**config.mk**
```make
export PLATFORM = sky130hd
export DESIGN_NAME = srp_regport
export DESIGN_NICKNAME = d
export VERILOG_FILES = /design/src/rtl/srp_pkg.sv /design/src/rtl/srp_sync.sv /design/src/rtl/srp_shifter.sv /design/src/rtl/srp_regbank.sv /design/src/rtl/srp_regport.sv
export SDC_FILE = /design/constraint.sdc
export NUM_CORES = 1
export LEC_CHECK = 0
export BUFFER_PORTS_ARGS = -buffer_cell sky130_fd_sc_hd__buf_2
export CORE_ASPECT_RATIO = 1.4
export CORE_MARGIN = 10
export CORE_UTILIZATION = 33
export DETAILED_ROUTE_END_ITERATION = 10
export GPL_TIMING_DRIVEN = 0
export SYNTH_ARGS = -nofsm -noshare
export SYNTH_HDL_FRONTEND = slang
export SYNTH_SLANG_ARGS = --single-unit
```
**constraint.sdc**
```tcl
create_clock -name clk -period 2.6 [get_ports clk]
set_input_delay 0 -clock clk [delete_from_list [all_inputs] [get_ports clk]]
set_output_delay 0 -clock clk [all_outputs]
set_load 0.02 [all_outputs]
```
**src/rtl/srp_pkg.sv**
```systemverilog
`timescale 1ns/1ps
package srp_pkg;
    localparam int MAX_BYTES = 8;
    localparam int DATA_W    = 8 * MAX_BYTES;
    localparam int NPROF     = 8;
    localparam int PROF_W    = 48;
    localparam int LEVEL_W   = 10;
    localparam int NSLOT     = 7 + NPROF;
    localparam int SLOT_W    = $clog2(NSLOT);
    localparam int CNT_W     = $clog2(MAX_BYTES + 1);

    localparam logic [7:0] PROF_BASE = 8'h09;
    localparam logic [31-LEVEL_W:0] DAC_RSV = 22'h1FC4;
    localparam logic [LEVEL_W-1:0]  LEVEL_RST = '1;

    // storage slot numbering
    localparam int SL_CTRL  = 0;
    localparam int SL_DAC   = 1;
    localparam int SL_FTW   = 2;
    localparam int SL_POW   = 3;
    localparam int SL_LIM   = 4;
    localparam int SL_STEP  = 5;
    localparam int SL_RATE  = 6;
    localparam int SL_PROF0 = 7;

    typedef struct packed {
        logic              ok;
        logic [SLOT_W-1:0] slot;
        logic [CNT_W-1:0]  nbytes;
    } dec_t;

    function automatic int slot_bits(input int s);
        case (s)
            SL_CTRL, SL_FTW, SL_RATE: return 32;
            SL_DAC:                   return LEVEL_W;
            SL_POW:                   return 16;
            SL_LIM, SL_STEP:          return 64;
            default:                  return PROF_W;
        endcase
    endfunction

    function automatic int slot_off(input int s);
        int o;
        o = 0;
        for (int i = 0; i < s; i++) o += slot_bits(i);
        return o;
    endfunction

    localparam int TOT_W = slot_off(NSLOT);

    function automatic dec_t decode(input logic [7:0] a);
        dec_t d;
        d.ok     = 1'b1;
        d.slot   = '0;
        d.nbytes = '0;
        if (a == 8'h00) begin
            d.slot = SLOT_W'(SL_CTRL);  d.nbytes = CNT_W'(4);
        end else if (a == 8'h02) begin
            d.slot = SLOT_W'(SL_DAC);   d.nbytes = CNT_W'(4);
        end else if (a == 8'h03) begin
            d.slot = SLOT_W'(SL_FTW);   d.nbytes = CNT_W'(4);
        end else if (a == 8'h04) begin
            d.slot = SLOT_W'(SL_POW);   d.nbytes = CNT_W'(2);
        end else if (a == 8'h06) begin
            d.slot = SLOT_W'(SL_LIM);   d.nbytes = CNT_W'(8);
        end else if (a == 8'h07) begin
            d.slot = SLOT_W'(SL_STEP);  d.nbytes = CNT_W'(8);
        end else if (a == 8'h08) begin
            d.slot = SLOT_W'(SL_RATE);  d.nbytes = CNT_W'(4);
        end else if (a >= PROF_BASE && a < PROF_BASE + 8'(NPROF)) begin
            d.slot   = SLOT_W'(SL_PROF0) + SLOT_W'(a - PROF_BASE);
            d.nbytes = CNT_W'(PROF_W / 8);
        end else begin
            d.ok = 1'b0;
        end
        return d;
    endfunction
endpackage

```
**src/rtl/srp_sync.sv**
```systemverilog
`timescale 1ns/1ps
module srp_sync #(
    parameter int           W    = 1,
    parameter bit           EDGE = 1'b0,
    parameter logic [W-1:0] RST  = '0
) (
    input  logic         clk,
    input  logic         rst_n,
    input  logic [W-1:0] d_i,
    output logic [W-1:0] q_o
);
    logic [W-1:0] s1_q, s2_q;

    always_ff @(posedge clk or negedge rst_n) begin
        if (!rst_n) begin
            s1_q <= RST;
            s2_q <= RST;
        end else begin
            s1_q <= d_i;
            s2_q <= s1_q;
        end
    end

    generate
        if (EDGE) begin : g_edge
            logic [W-1:0] s3_q;
            always_ff @(posedge clk or negedge rst_n) begin
                if (!rst_n) s3_q <= RST;
                else        s3_q <= s2_q;
            end
            assign q_o = s2_q & ~s3_q;
        end else begin : g_lvl
            assign q_o = s2_q;
        end
    endgenerate
endmodule

```
**src/rtl/srp_shifter.sv**
```systemverilog
`timescale 1ns/1ps
module srp_shifter
    import srp_pkg::*;
(
    input  logic              clk,
    input  logic              rst_n,
    input  logic              cs_act_i,
    input  logic              sdi_i,
    input  logic              tick_i,
    output logic              wr_o,
    output logic [SLOT_W-1:0] wr_slot_o,
    output logic [DATA_W-1:0] wr_data_o
);
    typedef enum logic [2:0] {
        ST_IDLE, ST_ADDR, ST_DATA, ST_SKIP, ST_DONE
    } st_t;

    st_t               state_q, state_d;
    logic [2:0]        bit_q;
    logic [CNT_W-1:0]  byte_q, need_q;
    logic [6:0]        ahist_q;
    logic [DATA_W-1:0] sh_q;
    logic [SLOT_W-1:0] slot_q;
    logic [7:0]        addr_full;
    dec_t              dec;
    logic              byte_end, frame_end;

    assign addr_full = {ahist_q, sdi_i};
    assign dec       = decode(addr_full);
    assign byte_end  = tick_i && (bit_q == 3'd7);
    assign frame_end = byte_end && (byte_q == need_q - CNT_W'(1));

    // next-state logic
    always_comb begin
        state_d = state_q;
        unique case (state_q)
            ST_IDLE: if (cs_act_i) state_d = ST_ADDR;
            ST_ADDR: begin
                if (!cs_act_i)     state_d = ST_IDLE;
                else if (byte_end) state_d = dec.ok ? ST_DATA : ST_SKIP;
            end
            ST_DATA: begin
                if (!cs_act_i)      state_d = ST_IDLE;
                else if (frame_end) state_d = ST_DONE;
            end
            ST_SKIP, ST_DONE: if (!cs_act_i) state_d = ST_IDLE;
            default: state_d = ST_IDLE;
        endcase
    end

    // state register
    always_ff @(posedge clk or negedge rst_n) begin
        if (!rst_n) state_q <= ST_IDLE;
        else        state_q <= state_d;
    end

    // datapath and write pulse
    always_ff @(posedge clk or negedge rst_n) begin
        if (!rst_n) begin
            bit_q   <= '0;
            byte_q  <= '0;
            need_q  <= '0;
            ahist_q <= '0;
            sh_q    <= '0;
            slot_q  <= '0;
            wr_o    <= 1'b0;
        end else begin
            wr_o <= 1'b0;
            unique case (state_q)
                ST_IDLE: begin
                    bit_q   <= '0;
                    byte_q  <= '0;
                    ahist_q <= '0;
                    sh_q    <= '0;
                end
                ST_ADDR: begin
                    if (cs_act_i && tick_i) begin
                        bit_q   <= bit_q + 3'd1;
                        ahist_q <= addr_full[6:0];
                        if (byte_end) begin
                            slot_q <= dec.slot;
                            need_q <= dec.nbytes;
                        end
                    end
                end
                ST_DATA: begin
                    if (cs_act_i && tick_i) begin
                        bit_q <= bit_q + 3'd1;
                        sh_q  <= {sh_q[DATA_W-2:0], sdi_i};
                        if (byte_end)  byte_q <= byte_q + CNT_W'(1);
                        if (frame_end) wr_o   <= 1'b1;
                    end
                end
                default: ;
            endcase
        end
    end

    assign wr_slot_o = slot_q;
    assign wr_data_o = sh_q;
endmodule

```
**src/rtl/srp_regbank.sv**
```systemverilog
`timescale 1ns/1ps
module srp_regbank
    import srp_pkg::*;
(
    input  logic              clk,
    input  logic              rst_n,
    input  logic              wr_i,
    input  logic [SLOT_W-1:0] wr_slot_i,
    input  logic [DATA_W-1:0] wr_data_i,
    input  logic              upd_i,
    output logic [TOT_W-1:0]  act_o
);
    generate
        for (genvar s = 0; s < NSLOT; s++) begin : g_slot
            localparam int BW  = slot_bits(s);
            localparam int OFF = slot_off(s);
            localparam logic [BW-1:0] RV = (s == SL_DAC) ? BW'(LEVEL_RST) : '0;

            logic          hit;
            logic [BW-1:0] buf_q, act_q, nxt;

            assign hit = wr_i && (wr_slot_i == SLOT_W'(s));
            // a write landing with the update edge is forwarded to the live copy
            assign nxt = hit ? wr_data_i[BW-1:0] : buf_q;

            always_ff @(posedge clk or negedge rst_n) begin
                if (!rst_n) begin
                    buf_q <= RV;
                    act_q <= RV;
                end else begin
                    buf_q <= nxt;
                    if (upd_i) act_q <= nxt;
                end
            end

            assign act_o[OFF +: BW] = act_q;
        end
    endgenerate
endmodule

```
**src/rtl/srp_regport.sv**
```systemverilog
`timescale 1ns/1ps
module srp_regport
    import srp_pkg::*;
(
    input  logic                    clk,
    input  logic                    rst_n,
    input  logic                    csn_i,
    input  logic                    sck_i,
    input  logic                    sdi_i,
    input  logic                    upd_i,
    output logic [31:0]             ctrl_o,
    output logic [31:0]             dac_o,
    output logic [31:0]             ftw_o,
    output logic [15:0]             pofs_o,
    output logic [63:0]             lim_o,
    output logic [63:0]             step_o,
    output logic [31:0]             rate_o,
    output logic [NPROF*PROF_W-1:0] prof_o
);
    logic              csn_s, sdi_s, sck_rise, upd_rise, cs_act;
    logic              wr;
    logic [SLOT_W-1:0] wr_slot;
    logic [DATA_W-1:0] wr_data;
    logic [TOT_W-1:0]  act;

    srp_sync #(.W(2), .EDGE(1'b0), .RST(2'b01)) u_sync_lvl (
        .clk   (clk),
        .rst_n (rst_n),
        .d_i   ({sdi_i, csn_i}),
        .q_o   ({sdi_s, csn_s})
    );

    srp_sync #(.W(2), .EDGE(1'b1), .RST(2'b00)) u_sync_edge (
        .clk   (clk),
        .rst_n (rst_n),
        .d_i   ({upd_i, sck_i}),
        .q_o   ({upd_rise, sck_rise})
    );

    assign cs_act = ~csn_s;

    srp_shifter u_shift (
        .clk       (clk),
        .rst_n     (rst_n),
        .cs_act_i  (cs_act),
        .sdi_i     (sdi_s),
        .tick_i    (sck_rise),
        .wr_o      (wr),
        .wr_slot_o (wr_slot),
        .wr_data_o (wr_data)
    );

    srp_regbank u_bank (
        .clk       (clk),
        .rst_n     (rst_n),
        .wr_i      (wr),
        .wr_slot_i (wr_slot),
        .wr_data_i (wr_data),
        .upd_i     (upd_rise),
        .act_o     (act)
    );

    assign ctrl_o = act[slot_off(SL_CTRL) +: 32];
    assign dac_o  = {DAC_RSV, act[slot_off(SL_DAC) +: LEVEL_W]};
    assign ftw_o  = act[slot_off(SL_FTW) +: 32];
    assign pofs_o = act[slot_off(SL_POW) +: 16];
    assign lim_o  = act[slot_off(SL_LIM) +: 64];
    assign step_o = act[slot_off(SL_STEP) +: 64];
    assign rate_o = act[slot_off(SL_RATE) +: 32];
    assign prof_o = act[slot_off(SL_PROF0) +: NPROF*PROF_W];
endmodule

```
**Word level (Yosys, flattened, before mapping)**

Index checks and enable logic that the tools add are counted.

- Output and inout bits: 656
- Logic and storage cells: 171
- Register bits: 1368
- Bits of input ports: 6

- Reductions and logical operators: 33
- $add $sub $neg: 5
- Equality and inequality tests: 34
- Bitwise logic cells: 3
- Muxes and demuxes: 51
- $lt $le $gt $ge: 2

Operators by type and width:

| operator | number |
|---|---|
| $mux 48 | 8 |
| $mux 64 | 3 |
| $pmux 64 s2 | 1 |
| $mux 32 | 3 |
| $mux 8 | 8 |
| $eq 4x4->1 const B | 7 |
| $eq 8x3->1 const B | 3 |
| $mux 3 | 7 |
| $logic_and 1x1->1 | 19 |
| $eq 4x3->1 const B | 4 |
| $eq 8x2->1 const B | 2 |
| $mux 16 | 1 |
| $pmux 7 s2 | 1 |
| $mux 1 | 12 |
| $pmux 3 s4 | 1 |
| $mux 10 | 1 |
| $eq 4x2->1 const B | 2 |
| $eq 8x4->1 const B | 1 |
| $ge 8x4->1 const B | 1 |
| $logic_not 8->1 | 1 |
| $lt 8x5->1 const B | 1 |
| $mux 4 | 2 |
| $ne 2x1->1 const B | 4 |
| $pmux 4 s2 | 1 |
| 24 further kinds | 34 |

**Longest topological paths before layout**

- Word-level depth: 14
- Mapped depth: 7

**Cells and area by module**

Synthesis repeated with hierarchy kept, for this count alone.

- Cells, all modules: 5404
- Area, all modules: 53311.1 µm²

By module, submodules not included:

| module | area an instance (µm²) | instances | cells an instance |
|---|---|---|---|
| srp_regbank | 48865.6 | 1 | 4923 |
| srp_shifter | 3988.8 | 1 | 444 |
| srp_sync (u_sync_edge) | 177.7 | 1 | 8 |
| srp_regport | 176.4 | 1 | 25 |
| srp_sync (u_sync_lvl) | 102.6 | 1 | 4 |

**Worst setup path before layout**

No wires, ideal clock.

- Path kind: flip-flop to flip-flop
- From: register u_shift.slot_q[3] (netlist: u_shift.wr_slot_o[3])
- To: register u_bank.g_slot[3].act_q[10]
- Setup slack: 592 ps
- Path buffers: 2
- Arrival: 1883 ps
- Cell stages (with the launch flop): 7
- Cells stage by stage: dfrtp_1 nor3b_1 and3_1 buf_2 buf_2 mux2_2 mux2_2

- Longest elaborated chain between the ends: 3

Ends and longest elaborated chain:

| element | line | source |
|---|---|---|
| from (decl) | srp_shifter.sv:23 | `logic [SLOT_W-1:0] slot_q;` |
| from (signal assigned) | srp_shifter.sv:81 | `slot_q <= dec.slot;` |
| $eq 4x2->1 | srp_regbank.sv:22 | `assign hit = wr_i && (wr_slot_i == SLOT_W'(s));` |
| $logic_and 1x1->1 | srp_regbank.sv:22 |  |
| $mux 16 | srp_regbank.sv:24 | `assign nxt = hit ? wr_data_i[BW-1:0] : buf_q;` |
| named net u_bank.g_slot[3].nxt[10] | srp_regbank.sv:20 | `logic [BW-1:0] buf_q, act_q, nxt;` |
| to (signal assigned) | srp_regbank.sv:32 | `if (upd_i) act_q <= nxt;` |
| to (decl) | srp_regbank.sv:20 |  |

The timed path passes the listed nets, and every way through them passes these cells.
A chain may end at the register's enable or synchronous reset.

**Worst setup path in the final report**

- From: register u_shift.slot_q[0] (netlist: u_shift.wr_slot_o[0])
- To: register u_bank.g_slot[2].act_q[4]

- Longest elaborated chain between the ends: 3

Ends and longest elaborated chain:

| element | line |
|---|---|
| $eq 4x2->1 | srp_regbank.sv:22 |
| $logic_and 1x1->1 | srp_regbank.sv:22 |
| $mux 32 | srp_regbank.sv:24 |
| named net u_bank.g_slot[2].nxt[4] | srp_regbank.sv:20 |
| to (signal assigned) | srp_regbank.sv:32 |
| to (decl) | srp_regbank.sv:20 |

The timed path passes the listed nets, and every way through them passes these cells.

==> impl_metrics.json <==
{
  "slew_viol_final": 0,
  "grt_first_pass_wirelength_um": 227000,
  "place.gp.congestion": 0.766,
  "yosys_warnings": 0,
  "pwr-share-comb": 0.028,
  "critical_path_buf_inv_count": 3,
  "max_freq_mhz": 396,
  "critPathMaxStageDelay_ns": 0.44,
  "clk_pin_slew_ns": 0.06,
  "path_cells": "buf_2 > nand2b_1 > nand2b_1 > clkbuf_1 > buf_2 > mux2_2 > mux2_2",
  "critical_path.slowest_cell": "buf_2",
  "synth_edf_count": 0,
  "hold_violations": 367,
  "pwr-share-clk": 0.477,
  "synth_top_flop_cell": "dfrtp_1",
  "synth_largest_area_cell": "dfrtp_1",
  "cts-root-buf": "clkbuf_16",
  "cp.arrival_ns": 3.20,
  "cap_violations": 0,
  "ctsHtreeMaxLevel": 4,
  "start_util": 0.333,
  "cts_tree": "built",
  "skew_ns": 0.0307,
  "synth_seq_cells": 1367,
  "slew_headroom": 0.210,
  "avgRoutedWirePerCell_um": 25.3,
  "syn-cell-area_um2": 51600,
  "synth_cell_type_count": 52,
  "nets": 4069,
  "drtAntennaViolNets": 0,
  "critPathRequiredTime_ns": 3.28,
  "drive_gt1_frac": 0.554,
  "power_switching_mw": 9.71,
  "place_area_um2": 57900,
  "dr.pass1.iters": 7,
  "fin_area_um2": 63100,
  "internal_power_mw": 33.3,
  "ys_seq_area_frac": 0.663,
  "die_area_um2": 173000,
  "synth_top_area_frac": 0.652,
  "core_um2": 155000,
  "crit_type": "reg2reg",
  "wirelength_um": 158000,
  "dieHeight_um": 488,
  "postCtsHoldBufs": 8,
  "worst_slew_pin_slew_ns": 1.19,
  "cts_made_buffers": 138,
  "fin_crit_sh": 0.972,
  "p_leak_nw": 34.1,
  "drt-vias-per-instance": 4.73,
  "fin_hold_ws_ns": -0.834,
  "netlist_instances": 3226,
  "cts_sinks": 1367,
  "critPathCaptureType": "register",
  "setup_viol": 0,
  "vias": 29559,
  "seqPwrFrac": 0.495,
  "avgSynthCellArea_um2": 16.0,
  "synth_area_leaders": "dfrtp_1, mux2_2, mux2_4, dfstp_2, nand2_1",
  "drc": 0,
  "syn2layout_area_growth_pct": 22.1,
  "fin_crit_ns": 2.53,
  "startpoint_type": "register",
  "grt_pass1_vias": 31231,
  "outcome": "complete, but fails checks",
  "io_buffer_count": 639,
  "switching_share": 0.226,
  "die_w_um": 354,
  "fin_util": 0.406,
  "overflow": 0,
  "critPathMaxFanout": 10,
  "cts.path.max_buffers": 3,
  "post-dp-hpwl_um": 112000,
  "postSynth.asyncResetShare": 1.00,
  "hp-class": "in2async",
  "rows": 171,
  "antenna_found_initial": 8,
  "path_delay_family": "buffers and inverters",
  "clock_latency_ns": 0.81,
  "violations": "negative hold slack",
  "ioPinCount": 662,
  "p_per_area_nw_per_um2": 682,
  "grtUsageTotal": 0.179,
  "grt_max_degree": 167,
  "drt_iter0_drc": 1626,
  "fin_setup_tns_ns": 0,
  "rsz0062_at_grt": "yes",
  "ir_worst_vdd_uv": 624
}
==> Yosys cell counts (2+ instances only) <==
| master | instances |
|---|---|
| o31ai_1 | 9 |
| a21oi_1 | 9 |
| xnor2_1 | 3 |
| conb_1 | 2 |
| nand3b_1 | 4 |
| nor2_1 | 19 |
| dfrtp_1 | 1345 |
| ha_1 | 5 |
| nand4_1 | 2 |
| nand2b_1 | 7 |
| mux2i_1 | 2 |
| a31oi_1 | 2 |
| buf_4 | 22 |
| o21ai_0 | 15 |
| o41ai_1 | 2 |
| a22o_1 | 2 |
| inv_1 | 9 |
| nand2_1 | 151 |
| o32ai_1 | 3 |
| and3b_1 | 2 |
| dfstp_2 | 22 |
| a41oi_1 | 2 |
| nor3_1 | 7 |
| buf_6 | 12 |
| mux2_4 | 66 |
| nand3_1 | 66 |
| or3_1 | 3 |
| nor3b_1 | 3 |
| a211oi_1 | 2 |
| a22oi_1 | 2 |
| mux2_2 | 1195 |
| clkbuf_1 | 123 |
| buf_2 | 55 |
| buf_1 | 29 |
| mux2_1 | 7 |
==> power by group through the flow <==
stage               Sequential, mW  Clock [mW]  Combinational, mW
floorplan                     21.7           0              0.447
global placement              21.7           0               1.13
detailed placement            21.7           0               1.20
CTS                           21.3        21.1               1.23
global route                  21.3        21.9               1.31
finish                        21.3        20.5               1.19
==> through the flow <==
step           total power [mW]  cells  worst slack [ns]
2_1_floorplan              22.1   3246             0.592
3_3_place_gp               22.9   5961            -28.43
3_5_place_dp               22.9   5974             -1.13
4_1_cts                    43.6   6232           -0.0131
5_1_grt                    44.5   6238          -0.00707
6_report                   43.0   6246            0.0730
==> cells by family (layout without fill, tap and decap cells) <==
group / count (synthesis) / in the layout / synth area share
flip-flops: 1367 / 1367 / 0.663
multiplexers: 1270 / 1270 / 0.282
AND/OR/NAND/NOR: 273 / 273 / 0.0236
buffers and inverters: 251 / 1166 / 0.0229
AO/OA/AOI/OAI: 54 / 54 / 0.00693
adder cells (fa/ha/maj): 5 / 5 / 0.00121
XOR/XNOR: 4 / 4 / 0.000678
other: 2 / 31 / 0.000145
==> repair_timing <==
item / 4_1_cts / 5_1_grt
buffers inserted: 8 / 5
endpoints found under the setup margin: 876 / 379
pin swaps: 2 / 3
gates resized for setup: 70 / 29
cloned: 1 / 1
hold endpoints to repair: 371 / 313
==> worst reg2reg max path, stage by stage, from the launching register on <==
cell	delay, ns
dfrtp_1	0.31
buf_2	0.20
nand2b_1	0.31
nand2b_1	0.20
clkbuf_1	0.28
buf_2	0.44
mux2_2	0.42
mux2_2	0.26
==> state kept, by name, summed over array words and instances, names as in the netlist, 3 cells and up <==
register and count:
u_shift.wr_slot_o 4, u_shift.ahist_q 7, u_shift.need_q 3, u_shift.state_q 3, u_shift.byte_q 4, u_bank.g_slot.act_q 634
u_shift.wr_data_o 64, u_shift.bit_q 3, u_bank.g_slot.buf_q 634
==> final timing paths <==
kind	startpoint	to	slack (ns)	depth (start not counted)
min	rst_n	u_bank.g_slot[6].act_q[17]	-0.83	1
max reg2reg	u_shift.wr_slot_o[0]	u_bank.g_slot[2].act_q[4]	0.07	7
max in group asynchronous	rst_n	u_bank.g_slot[10].buf_q[31]	0.58	6
min in group clk	u_sync_edge.s1_q[1]	u_sync_edge.s2_q[1]	0.34	0
max	u_shift.wr_slot_o[0]	u_bank.g_slot[2].act_q[4]	0.07	7
min reg2reg	u_sync_edge.s1_q[1]	u_sync_edge.s2_q[1]	0.34	0
==> final cells by class <==
type,instances,area (µm²)
Fill cell,14539,92300
Sequential cell,1367,34200
Multi-Input combinational cell,1628,16400
Clock buffer,204,4070
Timing Repair Buffer,675,3810
Tap cell,2076,2600
Buffer,239,1320
Clock inverter,39,608
Inverter,9,33.8
Antenna cell,9,22.5
==> cells in the final DEF, fill, tap and decap left out, drive strengths merged, types with 3 or more instances in the layout <==
cell / synthesis / final
mux2: 1268 / 1268
xnor2: 3 / 3
nand3b: 4 / 4
clkinvlp: 0 / 3
nand2: 151 / 151
diode: 0 / 9
clkinv: 0 / 20
o31ai: 9 / 9
nand2b: 7 / 7
o21ai: 15 / 15
a21oi: 10 / 10
nor3: 7 / 7
buf: 118 / 765
dfrtp: 1345 / 1345
clkdlybuf4s15: 0 / 7
bufinv: 0 / 7
nor2: 20 / 20
inv: 9 / 18
nand3: 66 / 66
nor3b: 3 / 3
o32ai: 3 / 3
dfstp: 22 / 22
ha: 5 / 5
conb: 2 / 22
clkbuf: 124 / 336
dlygate4sd3: 0 / 8
or3: 4 / 4
==> routing by layer <==
layer	global-route usage	vias up	routed length (µm)
met5	0	-	0
met4	0.0512	0	3330
met3	0.0586	157	12100
met2	0.279	810	72300
met1	0.235	15722	70300
li1	-	12870	-
Note: power is estimated with default switching activity, not from simulation.
